[src/rtl/calalm_pkg.sv]
package calalm_pkg;
  localparam int NUM_FIELDS = 7;   // sec, min, hour, wday, day, mon, year
  localparam int NUM_AREGS  = 8;   // six field regs, year value, year enable
  localparam int A_STAT     = 0;
  localparam int A_CTRL     = 1;
  localparam int A_FIRST    = 2;
  localparam int A_LAST     = A_FIRST + NUM_AREGS - 1;
  localparam int SETTLE_TICKS = 2;

  typedef struct packed {
    logic pf;
    logic cf;
    logic af;
  } flags_t;

  function automatic logic [7:0] field_mask(int f);
    case (f)
      0, 1, 2: return 8'h7F;
      3:       return 8'h07;
      4:       return 8'h3F;
      5:       return 8'h1F;
      default: return 8'hFF;
    endcase
  endfunction
endpackage

[src/rtl/calalm_ticker.sv]
module calalm_ticker #(
  parameter int DIV_W    = 9,
  parameter int CODE_MIN = 6,
  parameter int SETTLE_K = 2
) (
  input  logic       clk,
  input  logic       rst_n,
  input  logic       base_tick,
  input  logic [3:0] rate,
  output logic       period_evt,
  output logic       tick64
);
  localparam logic [DIV_W-1:0] SMASK = DIV_W'((1 << SETTLE_K) - 1);

  logic [DIV_W-1:0] div_q;
  logic [3:0]       k;
  logic [DIV_W-1:0] pmask;
  logic             code_ok;

  always_ff @(posedge clk or negedge rst_n) begin
    if (!rst_n)         div_q <= '0;
    else if (base_tick) div_q <= div_q + 1'b1;
  end

  always_comb begin
    k       = rate - 4'(CODE_MIN);
    code_ok = (rate >= 4'(CODE_MIN)) && (int'(k) <= DIV_W);
    pmask   = (DIV_W'(1) << k) - DIV_W'(1);
  end

  assign period_evt = base_tick && code_ok && ((div_q & pmask) == pmask);
  assign tick64     = base_tick && ((div_q & SMASK) == SMASK);
endmodule

[src/rtl/calalm_match.sv]
module calalm_match
  import calalm_pkg::*;
#(
  parameter int NFIELD = NUM_FIELDS,
  parameter int NREG   = NUM_AREGS,
  parameter int SETTLE = SETTLE_TICKS
) (
  input  logic                          clk,
  input  logic                          rst_n,
  input  logic                          wr_en,
  input  logic [$clog2(NREG)-1:0]       wr_idx,
  input  logic [7:0]                    wr_data,
  input  logic                          tick64,
  input  logic [NFIELD-1:0][7:0]        cal,
  output logic [NREG-1:0][7:0]          shadow_o,
  output logic [NFIELD-1:0]             act_en_o,
  output logic                          match_o
);
  localparam int CNT_W = $clog2(SETTLE + 1);

  logic [NREG-1:0][7:0] shadow_q, active_q;
  logic [CNT_W-1:0]     pend_q;
  logic [NFIELD-1:0]    hit;
  logic                 unused_yen_low;

  always_ff @(posedge clk or negedge rst_n) begin
    if (!rst_n) begin
      shadow_q <= '0;
      active_q <= '0;
      pend_q   <= '0;
    end else if (wr_en) begin
      shadow_q[wr_idx] <= wr_data;
      pend_q           <= CNT_W'(SETTLE);
    end else if (tick64 && pend_q != '0) begin
      pend_q <= pend_q - 1'b1;
      if (pend_q == CNT_W'(1)) active_q <= shadow_q;
    end
  end

  for (genvar f = 0; f < NFIELD; f++) begin : g_field
    localparam logic [7:0] FMASK = field_mask(f);
    if (f < NFIELD - 1) begin : g_own_en
      assign act_en_o[f] = active_q[f][7];
    end else begin : g_sep_en
      assign act_en_o[f] = active_q[NREG-1][7];
    end
    assign hit[f] = !act_en_o[f] || (((cal[f] ^ active_q[f]) & FMASK) == 8'h00);
  end

  assign unused_yen_low = ^active_q[NREG-1][6:0];
  assign match_o  = (|act_en_o) && (&hit);
  assign shadow_o = shadow_q;
endmodule

[src/rtl/calalm_unit.sv]
module calalm_unit
  import calalm_pkg::*;
#(
  parameter int ADDR_W = 4,
  parameter int DIV_W  = 9
) (
  input  logic              clk,
  input  logic              rst_n,
  input  logic              base_tick,
  input  logic              sec_tick,
  input  logic              carry_evt,
  input  logic [7:0]        cal_sec,
  input  logic [7:0]        cal_min,
  input  logic [7:0]        cal_hour,
  input  logic [7:0]        cal_wday,
  input  logic [7:0]        cal_day,
  input  logic [7:0]        cal_mon,
  input  logic [7:0]        cal_year,
  input  logic              wr_en,
  input  logic [ADDR_W-1:0] wr_addr,
  input  logic [7:0]        wr_data,
  input  logic [ADDR_W-1:0] rd_addr,
  output logic [7:0]        rd_data,
  output logic              irq_alarm,
  output logic              irq_carry,
  output logic              irq_period
);
  localparam int IDX_W = $clog2(NUM_AREGS);

  flags_t                     flags_q, keep;
  logic [7:0]                 ctrl_q;
  logic                       alarm_wr, stat_wr;
  logic [IDX_W-1:0]           wr_idx, rd_idx;
  logic                       period_evt, tick64, match;
  logic [NUM_AREGS-1:0][7:0]  shadow;
  logic [NUM_FIELDS-1:0]      act_en;
  logic [NUM_FIELDS-1:0][7:0] cal_bus;

  assign cal_bus  = {cal_year, cal_mon, cal_day, cal_wday, cal_hour, cal_min, cal_sec};
  assign alarm_wr = wr_en && (wr_addr >= ADDR_W'(A_FIRST)) && (wr_addr <= ADDR_W'(A_LAST));
  assign stat_wr  = wr_en && (wr_addr == ADDR_W'(A_STAT));
  assign wr_idx   = IDX_W'(wr_addr - ADDR_W'(A_FIRST));
  assign rd_idx   = IDX_W'(rd_addr - ADDR_W'(A_FIRST));

  calalm_ticker #(.DIV_W(DIV_W)) u_ticker (
    .clk(clk), .rst_n(rst_n), .base_tick(base_tick), .rate(ctrl_q[7:4]),
    .period_evt(period_evt), .tick64(tick64)
  );

  calalm_match u_match (
    .clk(clk), .rst_n(rst_n), .wr_en(alarm_wr), .wr_idx(wr_idx),
    .wr_data(wr_data), .tick64(tick64), .cal(cal_bus),
    .shadow_o(shadow), .act_en_o(act_en), .match_o(match)
  );

  assign keep = stat_wr ? flags_t'(wr_data[2:0]) : '1;

  always_ff @(posedge clk or negedge rst_n) begin
    if (!rst_n) begin
      flags_q <= '0;
      ctrl_q  <= '0;
    end else begin
      flags_q.af <= (flags_q.af & keep.af) | (sec_tick & match);
      flags_q.cf <= (flags_q.cf & keep.cf) | carry_evt;
      flags_q.pf <= (flags_q.pf & keep.pf) | period_evt;
      if (wr_en && wr_addr == ADDR_W'(A_CTRL)) ctrl_q <= wr_data & 8'hF7;
    end
  end

  always_comb begin
    rd_data = 8'h00;
    if (rd_addr == ADDR_W'(A_STAT))      rd_data = {5'b0, flags_q};
    else if (rd_addr == ADDR_W'(A_CTRL)) rd_data = ctrl_q;
    else if (rd_addr >= ADDR_W'(A_FIRST) && rd_addr <= ADDR_W'(A_LAST))
      rd_data = shadow[rd_idx];
  end

  assign irq_alarm  = flags_q.af & ctrl_q[0];
  assign irq_carry  = flags_q.cf & ctrl_q[1];
  assign irq_period = flags_q.pf & ctrl_q[2];
endmodule

[config.mk]
export PLATFORM = sky130hd
export DESIGN_NAME = calalm_unit
export DESIGN_NICKNAME = d
export VERILOG_FILES = /design/src/rtl/calalm_pkg.sv /design/src/rtl/calalm_ticker.sv /design/src/rtl/calalm_match.sv /design/src/rtl/calalm_unit.sv
export SDC_FILE = /design/constraint.sdc
export NUM_CORES = 1
export LEC_CHECK = 0
export ABC_AREA = 0
export CELL_PAD_IN_SITES_DETAIL_PLACEMENT = 0
export CELL_PAD_IN_SITES_GLOBAL_PLACEMENT = 1
export CORE_MARGIN = 2
export CORE_UTILIZATION = 52
export DETAILED_ROUTE_END_ITERATION = 12
export DONT_BUFFER_PORTS = 1
export PLACE_DENSITY_LB_ADDON = 0.1
export SLEW_MARGIN = 20
export SYNTH_ARGS = -nofsm -noshare
export SYNTH_HDL_FRONTEND = slang
export SYNTH_SLANG_ARGS = --single-unit
[constraint.sdc]
create_clock -name clk -period 2.7 [get_ports clk]
set_input_delay 0.135 -clock clk [delete_from_list [all_inputs] [get_ports clk]]
set_output_delay 0.135 -clock clk [all_outputs]
set_load 0.05 [all_outputs]
==> impl_metrics.sql <==
INSERT INTO impl_metrics (metric_group, metric, value, unit) VALUES
('status', 'run_status', 'finished, violations left', ''),
('status', 'violated_checks', 'hold timing', ''),
('logic_synthesis', 'cell_types_occupying_the_most_area_after_synthesis', 'sky130_fd_sc_hd__dfrtp_1 51%, sky130_fd_sc_hd__mux2_2 16%, sky130_fd_sc_hd__mux2_1 5.8%', ''),
('clock_tree', 'worst_skew_pair_latency', '0.42', 'ns'),
('detailed_routing', 'route.detailed.wl_per_inst', '21.62', 'µm'),
('critical_path', 'timing.critical_path.fanout_max', '7', ''),
('floorplan', 'design.die.area', '13700', 'µm²'),
('clock_tree', 'numCtsBuffers', '17', ''),
('critical_path', 'crit_required', '3.02', 'ns'),
('final_layout', 'final_layout_size_suffix_gt1_share', '28.41', '%'),
('logic_synthesis', 'yosysWarningCount', '0', ''),
('final_layout', 'post_layout_nonfiller_instances', '714', ''),
('clock_tree', 'clock-sinks', '135', ''),
('clock_tree', 'htree_num_levels', '4', ''),
('logic_synthesis', 'synth-edff-count', '0', ''),
('critical_path', 'critical-path-top-delay-family', 'compound AO/OA/AOI/OAI gates', ''),
('sta', 'setup_tns', '0', 'ns'),
('critical_path', 'timing.setup.critical_path_class', 'reg -> reg', ''),
('clock_tree', 'cts_tree', 'built', ''),
('sta', 'finalCritPeriodShare', '91.10', '%'),
('final_layout', 'n_antenna_cell', '0', ''),
('critical_path', 'cpMaxStageDelayCell', 'sky130_fd_sc_hd__dfrtp_1', ''),
('floorplan', 'chipHeight', '117.1', 'µm'),
('clock_tree', 'root_buffer', 'sky130_fd_sc_hd__clkbuf_16', ''),
('placed_design', 'port_buffers', '0', ''),
('sta', 'max_clock_freq', '0.4065', 'GHz'),
('grt', 'first_global_vias', '4246', ''),
('grt', 'grt_most_used_layer', 'met2', ''),
('logic_synthesis', 'post_synth_inst_count', '510', ''),
('logic_synthesis', 'yosys_register_bits', '135', ''),
('critical_path', 'cp-start-kind', 'register', ''),
('min_path', 'holdCritPathClass', 'in -> async', ''),
('sta', 'slew_viol_final', '0', ''),
('grt', 'gr-total-overflow', '0', ''),
('final_layout', 'number_of_fillers_in_the_final_layout', '1050', ''),
('power_and_ir_drop', 'worst_ir_drop_vdd', '0.0004713', 'V'),
('grt', 'antenna_found_initial', '0', ''),
('sta', 'timing.hold.ws', '-0.5961', 'ns'),
('critical_path', 'longest_individual_stage_delay_on_the_worst_path', '0.41', 'ns'),
('logic_synthesis', 'ys_seq_area_share', '50.83', '%'),
('detailed_routing', 'drt_via_density', '5.765', ''),
('floorplan', 'rows', '41', ''),
('sta', 'unrepaired_setup_endpoints_after_global_routing', 'no', ''),
('sta', 'timing.clock.skew', '0.005874', 'ns'),
('logic_synthesis', 'synth.cell_area', '6646', 'µm²'),
('critical_path', 'critical_path_arrival', '2.78', 'ns'),
('placed_design', 'place_inst', '671', ''),
('logic_synthesis', 'ys.flop_type', 'sky130_fd_sc_hd__dfrtp_1', ''),
('critical_path', 'path_cells', 'ha_1 > nor2b_1 > nand3_4 > ha_1 > o21ai_0 > a2111oi_4 > nand2_1 > o41ai_2', ''),
('floorplan', 'io_pins', '89', ''),
('final_layout', 'layout-area-overhead-vs-synth', '14.95', '%'),
('grt', 'grt_start_max_net_pins', '136', ''),
('critical_path', 'bufs_and_invs_on_worst_path', '0', ''),
('clock_tree', 'cts-hold-fix-buffers', '13', ''),
('detailed_routing', 'dr_vias', '4116', ''),
('sta', 'setup-violations-final', '0', ''),
('critical_path', 'timing.critical_path.mode_cell', 'sky130_fd_sc_hd__ha_1', ''),
('clock_tree', 'clk_pin_slew_worst_paths', '0.06', 'ns'),
('placed_design', 'postPlaceCellArea', '6857', 'µm²'),
('logic_synthesis', 'synth_commonest_cells', '135 x sky130_fd_sc_hd__dfrtp_1, 93 x sky130_fd_sc_hd__mux2_2, 38 x sky130_fd_sc_hd__xnor2_1, 34 x sky130_fd_sc_hd__mux2_1, 16 x sky130_fd_sc_hd__xor2_1', ''),
('detailed_routing', 'number_of_nets_with_antenna_violations_after_detailed_routing', '0', ''),
('grt', 'globalRouteMet3Util', '7.415', '%'),
('grt', 'grt_use_total', '24.26', '%'),
('grt', 'met1_usage', '31.73', '%'),
('grt', 'grt_first_pass_wirelength', '23760', 'µm'),
('clock_tree', 'clockBufferDepth', '2', ''),
('detailed_routing', 'drt_first_iter_violations', '353', ''),
('logic_synthesis', 'synthDominantCellAreaShare', '50.83', '%'),
('final_layout', 'fin_nets', '614', ''),
('sta', 'number_of_hold_violations_in_the_final_report', '135', ''),
('logic_synthesis', 'post-synth-top-area-cell', 'sky130_fd_sc_hd__dfrtp_1', '');
## report_power, final
| part | switching [µW] | internal [µW] | total [µW] |
|---|---|---|---|
| Combinational | 658 | 763 | 1420 |
| Clock | 827 | 1720 | 2550 |
| Sequential | 408 | 2530 | 2940 |
## metal layers
layer | routed length (µm) | share of wire, %
met1 | 6739 | 44
met2 | 7566 | 49
met3 | 923 | 6.0
met4 | 207 | 1.3
met5 | 0 | 0
## path summary, 6_finish.rpt
kind	startpoint	to	slack (ns)	cells past startpoint
max	ctrl_q[6]	flags_q[2]	0.24	8
max in group asynchronous	rst_n	u_match.shadow_o[51]	3.07	0
min in group clk	wr_addr[0]	u_match.shadow_o[1]	0.03	2
min	rst_n	u_ticker.div_q[2]	-0.60	0
min reg2reg	u_ticker.div_q[8]	u_ticker.div_q[8]	0.49	1
max reg2reg	ctrl_q[6]	flags_q[2]	0.24	8
## final cells by class
cell class	count	area, µm²	share of cell area (%)
sequential	135	3378	44.22
multi-input combinational	340	3119	40.83
clock buffer	22	484.2	6.338
timing repair buffer	24	225.2	2.948
tap	172	215.2	2.817
clock inverter	8	168.9	2.211
inverter	13	48.80	0.6387
## worst register-to-register path, stage by stage, from the launching register on
cell                        delay, ns
sky130_fd_sc_hd__dfrtp_1         0.41
sky130_fd_sc_hd__ha_1            0.38
sky130_fd_sc_hd__nor2b_1         0.32
sky130_fd_sc_hd__nand3_4         0.12
sky130_fd_sc_hd__ha_1            0.30
sky130_fd_sc_hd__o21ai_0         0.12
sky130_fd_sc_hd__a2111oi_4       0.29
sky130_fd_sc_hd__nand2_1         0.10
sky130_fd_sc_hd__o41ai_2         0.32
## sequential cells by signal, summed over array words and instances (netlist names)
| signal | count |
|---|---|
| ctrl_q | 7 |
| u_match.shadow_o | 64 |
| u_match.pend_q | 2 |
| u_match.active_q | 43 |
| u_match.act_en_o | 7 |
| flags_q | 3 |
| u_ticker.div_q | 9 |
## layout by cell type (no fill, tap or decap), types with 3 or more instances in the layout
cell,netlist,layout
sky130_fd_sc_hd__clkbuf_16,0,17
sky130_fd_sc_hd__nand2_1,11,11
sky130_fd_sc_hd__buf_4,5,10
sky130_fd_sc_hd__nand3_1,4,4
sky130_fd_sc_hd__nor3_2,3,3
sky130_fd_sc_hd__xor2_1,16,16
sky130_fd_sc_hd__mux2_2,93,93
sky130_fd_sc_hd__mux2i_1,10,10
sky130_fd_sc_hd__o21ai_0,15,15
sky130_fd_sc_hd__mux4_2,8,8
sky130_fd_sc_hd__ha_1,5,5
sky130_fd_sc_hd__nor2_1,12,12
sky130_fd_sc_hd__dlygate4sd3_1,0,13
sky130_fd_sc_hd__xnor2_1,38,38
sky130_fd_sc_hd__dfrtp_1,135,135
sky130_fd_sc_hd__mux2_1,34,34
sky130_fd_sc_hd__a211oi_1,5,5
sky130_fd_sc_hd__and2_1,5,5
sky130_fd_sc_hd__inv_1,13,13
sky130_fd_sc_hd__o41ai_1,3,3
sky130_fd_sc_hd__nand4_1,13,13
sky130_fd_sc_hd__clkbuf_8,0,4
sky130_fd_sc_hd__nor2b_1,4,4
sky130_fd_sc_hd__nand2b_1,7,7
sky130_fd_sc_hd__a21oi_1,15,15
sky130_fd_sc_hd__o22ai_1,10,10
sky130_fd_sc_hd__bufinv_16,0,5
## cells by family after synthesis
group	count (synthesis)	synth area share, %
buf+inv	35	2.372
xor+xnor	55	7.361
fa+ha+maj	5	0.9413
compound gates	60	5.930
mux	145	25.73
simple gates	75	6.834
flops	135	50.83
## metrics by stage
step | utilization, % | worst slack, ns
finish | 60.79 | 0.2403
detailed placement | 54.55 | 0.2515
CTS | 60.79 | 0.2393
global placement | 54.55 | 0.3382
global route | 60.79 | 0.06259
floorplan | - | 0.3463
## repair_timing
| action | in CTS | in global routing |
|---|---|---|
| hold endpoints to repair | 215 | 135 |
| buffers inserted | 0 | 0 |
| gates resized for setup | 0 | 0 |
| endpoints found under the setup margin | 0 | 0 |
Note: power is estimated with default switching activity, not from simulation.
